File: src/rtl/cse_pkg.sv
package cse_pkg;

  localparam int REG_W      = 20;
  localparam int INS_BYTES  = 8;
  localparam int LINE_BYTES = 64;
  localparam int N_WAITS    = 2;
  localparam int WAIT_US_IDX = 0;
  localparam int WAIT_VB_IDX = 1;

  localparam logic [7:0] OP_NOP      = 8'h00;
  localparam logic [7:0] OP_WRITE    = 8'h01;
  localparam logic [7:0] OP_WAIT_US  = 8'h02;
  localparam logic [7:0] OP_WAIT_VBL = 8'h04;
  localparam logic [7:0] OP_IRQ      = 8'h07;
  localparam logic [7:0] OP_BURST    = 8'h09;

  typedef enum logic [3:0] {
    ST_IDLE, ST_VBL, ST_FETCH_LO, ST_FETCH_HI, ST_EXEC,
    ST_BURST_RD, ST_BURST_WR, ST_WAIT_US, ST_WAIT_VBL
  } seq_state_e;

  typedef struct packed {
    logic [7:0]       op;
    logic [3:0]       be;
    logic [REG_W-1:0] reg_off;
  } hi_word_t;

  function automatic hi_word_t split_hi(input logic [31:0] w);
    return hi_word_t'(w);
  endfunction

  function automatic logic line_aligned(input logic [31:0] a);
    return (a & 32'(LINE_BYTES - 1)) == 32'd0;
  endfunction

  // next instruction after a burst of n data dwords starting at base
  function automatic logic [31:0] after_burst(input logic [31:0] base,
                                              input logic [31:0] n);
    return base + 32'(INS_BYTES) + (((n + 32'd1) >> 1) << 3);
  endfunction

endpackage

File: src/rtl/cse_tick_cnt.sv
module cse_tick_cnt #(
  parameter int W = 16
) (
  input  logic         clk,
  input  logic         rst_n,
  input  logic         load,
  input  logic [W-1:0] load_val,
  input  logic         tick,
  input  logic         active,
  output logic         done
);
  logic [W-1:0] cnt_q;

  assign done = active && tick && (cnt_q == W'(1));

  always_ff @(posedge clk) begin
    if (!rst_n)               cnt_q <= '0;
    else if (load)            cnt_q <= load_val;
    else if (active && tick)  cnt_q <= cnt_q - W'(1);
  end
endmodule

File: src/rtl/cse_wr_stage.sv
module cse_wr_stage
  import cse_pkg::*;
(
  input  logic             clk,
  input  logic             rst_n,
  input  logic             issue,
  input  logic [REG_W-1:0] issue_addr,
  input  logic [31:0]      issue_data,
  input  logic [3:0]       issue_be,
  input  logic             irq_issue,
  output logic             wr_valid,
  output logic [REG_W-1:0] wr_addr,
  output logic [31:0]      wr_data,
  output logic [3:0]       wr_be,
  output logic             irq_pulse
);
  always_ff @(posedge clk) begin
    if (!rst_n) begin
      wr_valid  <= 1'b0;
      wr_addr   <= '0;
      wr_data   <= '0;
      wr_be     <= '0;
      irq_pulse <= 1'b0;
    end else begin
      wr_valid  <= issue;
      irq_pulse <= irq_issue;
      if (issue) begin
        wr_addr <= issue_addr;
        wr_data <= issue_data;
        wr_be   <= issue_be;
      end
    end
  end
endmodule

File: src/rtl/cse_seq.sv
module cse_seq
  import cse_pkg::*;
#(
  parameter int ADDR_W  = 16,
  parameter int BURST_W = 16,
  parameter int WAIT_W  = 16
) (
  input  logic              clk,
  input  logic              rst_n,
  input  logic              ctl_enable,
  input  logic              ctl_vbl_wait,
  input  logic              ctl_halt,
  input  logic [ADDR_W-1:0] head_addr,
  input  logic [ADDR_W-1:0] tail_addr,
  input  logic              vblank_pulse,
  output logic              mem_rd_en,
  output logic [ADDR_W-1:0] mem_rd_addr,
  input  logic [31:0]       mem_rd_data,
  output logic [N_WAITS-1:0] cnt_load,
  output logic [N_WAITS-1:0] cnt_active,
  output logic [WAIT_W-1:0] cnt_val,
  input  logic [N_WAITS-1:0] cnt_done,
  output logic              wr_issue,
  output logic [REG_W-1:0]  wr_issue_addr,
  output logic [31:0]       wr_issue_data,
  output logic [3:0]        wr_issue_be,
  output logic              irq_issue,
  output logic              busy,
  output logic [ADDR_W-1:0] cur_head,
  output logic [ADDR_W-1:0] tail_q,
  output logic              ev_burst_wr,
  output logic              in_vbl_gate
);
  localparam logic [ADDR_W-1:0] STEP_INS = ADDR_W'(INS_BYTES);
  localparam logic [ADDR_W-1:0] STEP_DW  = ADDR_W'(4);

  seq_state_e state_q, state_d;
  logic [ADDR_W-1:0]  ptr_q, ptr_d, dptr_q, dptr_d, tail_d;
  logic [31:0]        lo_q, lo_d;
  logic [BURST_W-1:0] remain_q, remain_d, bcount_q, bcount_d;
  logic [REG_W-1:0]   breg_q, breg_d;
  logic               spent_q, spent_d;
  hi_word_t           hi_w;
  logic               stop_now;
  logic [BURST_W-1:0] lo_count;
  logic [WAIT_W-1:0]  lo_wait;
  logic [ADDR_W-1:0]  burst_next;

  assign hi_w       = split_hi(mem_rd_data);
  assign stop_now   = ctl_halt || (ptr_q >= tail_q);
  assign lo_count   = lo_q[BURST_W-1:0];
  assign lo_wait    = lo_q[WAIT_W-1:0];
  assign burst_next = ADDR_W'(after_burst(32'(ptr_q), 32'(bcount_q)));
  assign busy       = (state_q != ST_IDLE);
  assign cur_head   = ptr_q;
  assign cnt_val    = lo_wait;
  assign ev_burst_wr = (state_q == ST_BURST_WR);
  assign in_vbl_gate = (state_q == ST_VBL);
  assign cnt_active[WAIT_US_IDX] = (state_q == ST_WAIT_US);
  assign cnt_active[WAIT_VB_IDX] = (state_q == ST_WAIT_VBL);

  always_comb begin
    state_d  = state_q;
    ptr_d    = ptr_q;
    dptr_d   = dptr_q;
    tail_d   = tail_q;
    lo_d     = lo_q;
    remain_d = remain_q;
    bcount_d = bcount_q;
    breg_d   = breg_q;
    spent_d  = spent_q;
    mem_rd_en     = 1'b0;
    mem_rd_addr   = ptr_q;
    cnt_load      = '0;
    wr_issue      = 1'b0;
    wr_issue_addr = hi_w.reg_off;
    wr_issue_data = lo_q;
    wr_issue_be   = hi_w.be;
    irq_issue     = 1'b0;

    unique case (state_q)
      ST_IDLE: begin
        if (!ctl_enable) begin
          spent_d = 1'b0;
          ptr_d   = '0;
        end else if (!spent_q) begin
          spent_d = 1'b1;
          if (line_aligned(32'(tail_addr))) begin
            ptr_d   = {head_addr[ADDR_W-1:3], 3'b000};
            tail_d  = tail_addr;
            state_d = ctl_vbl_wait ? ST_VBL : ST_FETCH_LO;
          end
        end
      end
      ST_VBL: begin
        if (vblank_pulse) state_d = ST_FETCH_LO;
      end
      ST_FETCH_LO: begin
        if (stop_now) begin
          state_d = ST_IDLE;
        end else begin
          mem_rd_en = 1'b1;
          state_d   = ST_FETCH_HI;
        end
      end
      ST_FETCH_HI: begin
        mem_rd_en   = 1'b1;
        mem_rd_addr = ptr_q + STEP_DW;
        lo_d        = mem_rd_data;
        state_d     = ST_EXEC;
      end
      ST_EXEC: begin
        state_d = ST_FETCH_LO;
        ptr_d   = ptr_q + STEP_INS;
        case (hi_w.op)
          OP_WRITE: wr_issue = 1'b1;
          OP_IRQ:   irq_issue = 1'b1;
          OP_BURST: begin
            if (lo_count != '0) begin
              ptr_d    = ptr_q;
              dptr_d   = ptr_q + STEP_INS;
              remain_d = lo_count;
              bcount_d = lo_count;
              breg_d   = hi_w.reg_off;
              state_d  = ST_BURST_RD;
            end
          end
          OP_WAIT_US: begin
            if (lo_wait != '0) begin
              ptr_d = ptr_q;
              cnt_load[WAIT_US_IDX] = 1'b1;
              state_d = ST_WAIT_US;
            end
          end
          OP_WAIT_VBL: begin
            if (lo_wait != '0) begin
              ptr_d = ptr_q;
              cnt_load[WAIT_VB_IDX] = 1'b1;
              state_d = ST_WAIT_VBL;
            end
          end
          default: ;
        endcase
      end
      ST_BURST_RD: begin
        if (dptr_q >= tail_q) begin
          ptr_d   = tail_q;
          state_d = ST_IDLE;
        end else begin
          mem_rd_en   = 1'b1;
          mem_rd_addr = dptr_q;
          state_d     = ST_BURST_WR;
        end
      end
      ST_BURST_WR: begin
        wr_issue      = 1'b1;
        wr_issue_addr = breg_q;
        wr_issue_data = mem_rd_data;
        wr_issue_be   = 4'hF;
        dptr_d        = dptr_q + STEP_DW;
        remain_d      = remain_q - BURST_W'(1);
        if (remain_q == BURST_W'(1)) begin
          ptr_d   = burst_next;
          state_d = ST_FETCH_LO;
        end else begin
          state_d = ST_BURST_RD;
        end
      end
      ST_WAIT_US: begin
        if (cnt_done[WAIT_US_IDX]) begin
          ptr_d   = ptr_q + STEP_INS;
          state_d = ST_FETCH_LO;
        end
      end
      ST_WAIT_VBL: begin
        if (cnt_done[WAIT_VB_IDX]) begin
          ptr_d   = ptr_q + STEP_INS;
          state_d = ST_FETCH_LO;
        end
      end
      default: state_d = ST_IDLE;
    endcase
  end

  always_ff @(posedge clk) begin
    if (!rst_n) begin
      state_q  <= ST_IDLE;
      ptr_q    <= '0;
      dptr_q   <= '0;
      tail_q   <= '0;
      lo_q     <= '0;
      remain_q <= '0;
      bcount_q <= '0;
      breg_q   <= '0;
      spent_q  <= 1'b0;
    end else begin
      state_q  <= state_d;
      ptr_q    <= ptr_d;
      dptr_q   <= dptr_d;
      tail_q   <= tail_d;
      lo_q     <= lo_d;
      remain_q <= remain_d;
      bcount_q <= bcount_d;
      breg_q   <= breg_d;
      spent_q  <= spent_d;
    end
  end
endmodule

File: src/rtl/cse_exec.sv
module cse_exec
  import cse_pkg::*;
#(
  parameter int ADDR_W  = 16,
  parameter int BURST_W = 16,
  parameter int WAIT_W  = 16
) (
  input  logic              clk,
  input  logic              rst_n,
  input  logic              ctl_enable,
  input  logic              ctl_vbl_wait,
  input  logic              ctl_halt,
  input  logic [ADDR_W-1:0] head_addr,
  input  logic [ADDR_W-1:0] tail_addr,
  output logic              mem_rd_en,
  output logic [ADDR_W-1:0] mem_rd_addr,
  input  logic [31:0]       mem_rd_data,
  output logic              wr_valid,
  output logic [19:0]       wr_addr,
  output logic [31:0]       wr_data,
  output logic [3:0]        wr_be,
  input  logic              usec_tick,
  input  logic              vblank_pulse,
  output logic              irq_pulse,
  output logic              busy,
  output logic [ADDR_W-1:0] cur_head
);
  logic [N_WAITS-1:0] cnt_load, cnt_active, cnt_done, cnt_tick;
  logic [WAIT_W-1:0]  cnt_val;
  logic               wr_issue, irq_issue;
  logic [REG_W-1:0]   wr_issue_addr;
  logic [31:0]        wr_issue_data;
  logic [3:0]         wr_issue_be;
  logic [ADDR_W-1:0]  tail_q;
  logic               ev_burst_wr, in_vbl_gate;
  logic               in_wait_us, in_wait_vbl;

  assign cnt_tick[WAIT_US_IDX] = usec_tick;
  assign cnt_tick[WAIT_VB_IDX] = vblank_pulse;
  assign in_wait_us  = cnt_active[WAIT_US_IDX];
  assign in_wait_vbl = cnt_active[WAIT_VB_IDX];

  cse_seq #(.ADDR_W(ADDR_W), .BURST_W(BURST_W), .WAIT_W(WAIT_W)) u_seq (
    .clk(clk), .rst_n(rst_n),
    .ctl_enable(ctl_enable), .ctl_vbl_wait(ctl_vbl_wait), .ctl_halt(ctl_halt),
    .head_addr(head_addr), .tail_addr(tail_addr), .vblank_pulse(vblank_pulse),
    .mem_rd_en(mem_rd_en), .mem_rd_addr(mem_rd_addr), .mem_rd_data(mem_rd_data),
    .cnt_load(cnt_load), .cnt_active(cnt_active), .cnt_val(cnt_val), .cnt_done(cnt_done),
    .wr_issue(wr_issue), .wr_issue_addr(wr_issue_addr), .wr_issue_data(wr_issue_data),
    .wr_issue_be(wr_issue_be), .irq_issue(irq_issue),
    .busy(busy), .cur_head(cur_head), .tail_q(tail_q),
    .ev_burst_wr(ev_burst_wr), .in_vbl_gate(in_vbl_gate)
  );

  for (genvar gi = 0; gi < N_WAITS; gi++) begin : g_wait
    cse_tick_cnt #(.W(WAIT_W)) u_cnt (
      .clk(clk), .rst_n(rst_n), .load(cnt_load[gi]), .load_val(cnt_val),
      .tick(cnt_tick[gi]), .active(cnt_active[gi]), .done(cnt_done[gi])
    );
  end

  cse_wr_stage u_wr (
    .clk(clk), .rst_n(rst_n), .issue(wr_issue), .issue_addr(wr_issue_addr),
    .issue_data(wr_issue_data), .issue_be(wr_issue_be), .irq_issue(irq_issue),
    .wr_valid(wr_valid), .wr_addr(wr_addr), .wr_data(wr_data), .wr_be(wr_be),
    .irq_pulse(irq_pulse)
  );
endmodule

File: config.mk
export PLATFORM = sky130hd
export DESIGN_NAME = cse_exec
export DESIGN_NICKNAME = d
export VERILOG_FILES = /design/src/rtl/cse_pkg.sv /design/src/rtl/cse_tick_cnt.sv /design/src/rtl/cse_wr_stage.sv /design/src/rtl/cse_seq.sv /design/src/rtl/cse_exec.sv
export SDC_FILE = /design/constraint.sdc
export NUM_CORES = 1
export LEC_CHECK = 0
export BUFFER_PORTS_ARGS = -buffer_cell sky130_fd_sc_hd__buf_2
export CAP_MARGIN = 40
export CELL_PAD_IN_SITES_DETAIL_PLACEMENT = 1
export CELL_PAD_IN_SITES_GLOBAL_PLACEMENT = 1
export CORE_UTILIZATION = 40
export CTS_CLUSTER_SIZE = 40
export DETAILED_ROUTE_END_ITERATION = 8
export GPL_TIMING_DRIVEN = 1
export MAX_ROUTING_LAYER = met4
export PLACE_DENSITY_LB_ADDON = 0.1
export SYNTH_ARGS = -nofsm -noshare
export SYNTH_HDL_FRONTEND = slang
export SYNTH_SLANG_ARGS = --single-unit
File: constraint.sdc
create_clock -name clk -period 8.3 [get_ports clk]
set_clock_uncertainty 0.15 [all_clocks]
set_input_delay 1.245 -clock clk [delete_from_list [all_inputs] [get_ports clk]]
set_output_delay 1.245 -clock clk [all_outputs]
set_load 0.005 [all_outputs]
==> impl_results.md <==
* Post-cts sizing count at 0
* Slew margin rel. at 40.2%
* Most common cell in the netlist: nand2_1
* Worst vdd ir at 0.120 mV
* Clk root buf: clkbuf_16
* YS warnings at 0
* Core Util, Final at 47.7%
* Hold Path Class: reg2reg
* Post-synth top cells: nand2_1 (322), a21oi_1 (262), dfxtp_1 (225)
* CP max FO at 21
* Req. time, crit path at 6.90 ns
* Max H-tree Level at 1
* DRT met1 WL at 19400 um
* Asr flop ratio synth at 0%
* Syn Area/Cell at 7.52 um^2
* Fmax at 209 MHz
* Leak at 5.88 nW
* Die height at 180 um
* Sequential fraction of the synthesis area at 35.6%
* Initial Util at 41.0%
* Hold path depth at 2
* Antenna cells at 0
* Top sig layer: met4
* Post-CTS setup buffers at 0
* Final Hold Fails at 0
* Post-DP HPWL at 30500 um
* WP data arrival at 3.40 ns
* Most area-consuming cells after synthesis: dfxtp_1 (36%), a21oi_1 (10%), nand2_1 (9.6%), ha_1 (6.4%), nor2_1 (4.9%)
* Core Region at 30800 um^2
* Final setup violation count at 0
* WL/cell at 19.8 um
* TritonRoute pass-1 iters at 8
* Filler Cells Inserted at 3872
* Syn-to-layout area delta at 16.2%
* Worst-Margin Slew at 0.894 ns
* Crit path time final at 4.79 ns
* 1st-iter DRT viols at 862
* Final #Nets at 1920
* PortBufs at 159
* Slowest stage delay, CP at 0.52 ns
* #FFs+latches synth at 225
* Worst-Skew Late Latency at 0.55 ns
* Post-route ant nets at 0
* GRT Total Usage at 27.3%
* Power per Cell Area at 171 nW/um^2
* Library cells used by synthesis at 75
* First-pass GRT wire length at 70400 um
* Die ar. at 32300 um^2
* R2R cell count at 13
* Leading area contributor after synthesis: dfxtp_1
* Crit Path Class: reg2out
* Proportion of layout cells with a drive suffix above 1 at 14.4%
* Violated checks: design-rule violations
* Vias at 12828
* Max_cap viols at 0
* RSZ-0062 raised after global routing: no
* Post-synth EDFFs at 0
* Hold_buf cts at 0
* Part of the cycle the worst path needs at 57.7%
* Critical path launch point type: flop
* Vias in the first global route at 12985
* Routed vias/inst at 5.83
* Num rows at 64
* Clock slew at reported path FFs at 0.06 ns
* Syn_nets at 1819
* Top-Level Pins at 163
* Grt ovf at 0
* Clk sink count at 225
* Largest net degree at the start of global routing at 92
* DRC at 11
* Total CTS buffers at 28
* Max Root-Sink Buffers at 3
* Synth Cell Area at 12600 um^2
* Fin Setup TNS at 0 ns
* Post-Syn Instances at 1682
* Wire length on met2 at 20700 um
* Critical Path End Type: primary output
* Crit-path cells: inv_1 -> ha_1 -> nand4_1 -> or3_2 -> o22ai_1 -> nor2_1 -> buf_4 -> a221o_1 -> buf_2
* Antenna violations before repair at 0
* Post-synth top area share at 35.6%
* Slowest stage cell, crit path: or3_2
* Post-Route WL at 43500 um
* Final GP Congestion at 0.928
* Top FF cell, synth: dfxtp_1
* Die extent in x at 180 um
* CTS tree: done
* Met3 WL at 2230 um
* Max Transition Viols Final at 0
* Status: finished, violations left
## worst max-delay path: cells and delay by family, from the launching register on
| family | cells | cell delay [ns] |
|---|---|---|
| AO/OA/AOI/OAI | 2 | 0.79 |
| adder cells (fa/ha/maj) | 1 | 0.30 |
| buffers and inverters | 3 | 0.49 |
| flip-flops | 1 | 0.44 |
| AND/OR/NAND/NOR | 3 | 0.81 |
## power by group
group | total [mW] | internal (mW) | switching, mW
sequential | 1.11 | 1.09 | 0.0203
combinational | 0.136 | 0.0546 | 0.0813
clock | 1.27 | 0.777 | 0.497
## per-layer routing
metal / vias up / GRT usage [%]
met2: 318 / 46.2
li1: 6167 / -
met4: 0 / 7.90
met1: 6261 / 33.6
met5: - / -
met3: 82 / 3.87
## registers in the layout (all words and copies together) (netlist names)
name                cells
g_wait.u_cnt.cnt_q     32
u_seq.lo_q             32
u_wr.wr_data           32
u_seq.breg_q           20
u_wr.wr_addr           20
u_seq.cur_head         16
u_seq.dptr_q           16
u_seq.remain_q         16
u_seq.tail_q           16
u_seq.bcount_q         14
u_seq.state_q           4
u_wr.wr_be              4
u_seq.spent_q           1
u_wr.irq_pulse          1
u_wr.wr_valid           1
## per-stage QoR
step | worst slack, ns | power, mW | hold slack, ns | cells | cell area, um^2
6_report | 3.51 | 2.52 | 0.305 | 2199 | 14700
5_1_grt | 3.38 | 2.60 | 0.328 | 2199 | 14700
3_3_place_gp | 4.06 | 1.26 | 0.290 | 2141 | 13600
3_5_place_dp | 4.07 | 1.26 | 0.299 | 2149 | 13700
2_1_floorplan | 4.64 | 1.20 | 0.280 | 1682 | 12600
4_1_cts | 3.49 | 2.54 | 0.307 | 2199 | 14700
## placed cells by master, fill, tap and decap left out, types with 13 or more instances in the layout
master,synthesis,layout
nand2_1,322,321
a21oi_1,262,262
dfxtp_1,225,225
nor2_1,164,164
buf_2,4,159
o21ai_0,74,74
ha_1,65,65
inv_1,39,38
nand3_1,36,34
a211oi_1,31,31
clkbuf_16,0,29
nor3_1,29,27
xnor2_1,23,23
and3_1,23,22
mux2i_1,21,21
nand4_1,18,18
xor2_1,18,18
buf_4,0,18
nor4_1,15,15
a21o_1,14,14
o211ai_1,13,13
## path summary, 6_finish.rpt
kind | start | end | slack [ns]
min reg2reg | u_seq.lo_q[31] | u_seq.lo_q[31] | 0.31
min | u_seq.lo_q[31] | u_seq.lo_q[31] | 0.31
max reg2reg | u_seq.bcount_q[2] | u_seq.cur_head[12] | 4.60
max | u_seq.tail_q[14] | mem_rd_addr[5] | 3.51
## logic make-up after synthesis
family                   after synthesis  share of synthesized area, %
AO/OA/AOI/OAI                        500                          23.9
XOR/XNOR                              41                          2.84
adder cells (fa/ha/maj)               66                          6.59
buffers and inverters                152                          5.16
flip-flops                           225                          35.6
multiplexers                          22                          1.75
AND/OR/NAND/NOR                      676                          24.1
## area by class of cell
type	count	area (um^2)	share of cell area [%]
tap	396	495	3.37
clock buffer	36	772	5.25
sequential	225	4500	30.7
inverter	39	151	1.03
timing repair buffer	184	1070	7.32
clock inverter	14	179	1.22
multi-input combinational	1305	7510	51.1
(Power assumes the default switching activity.)
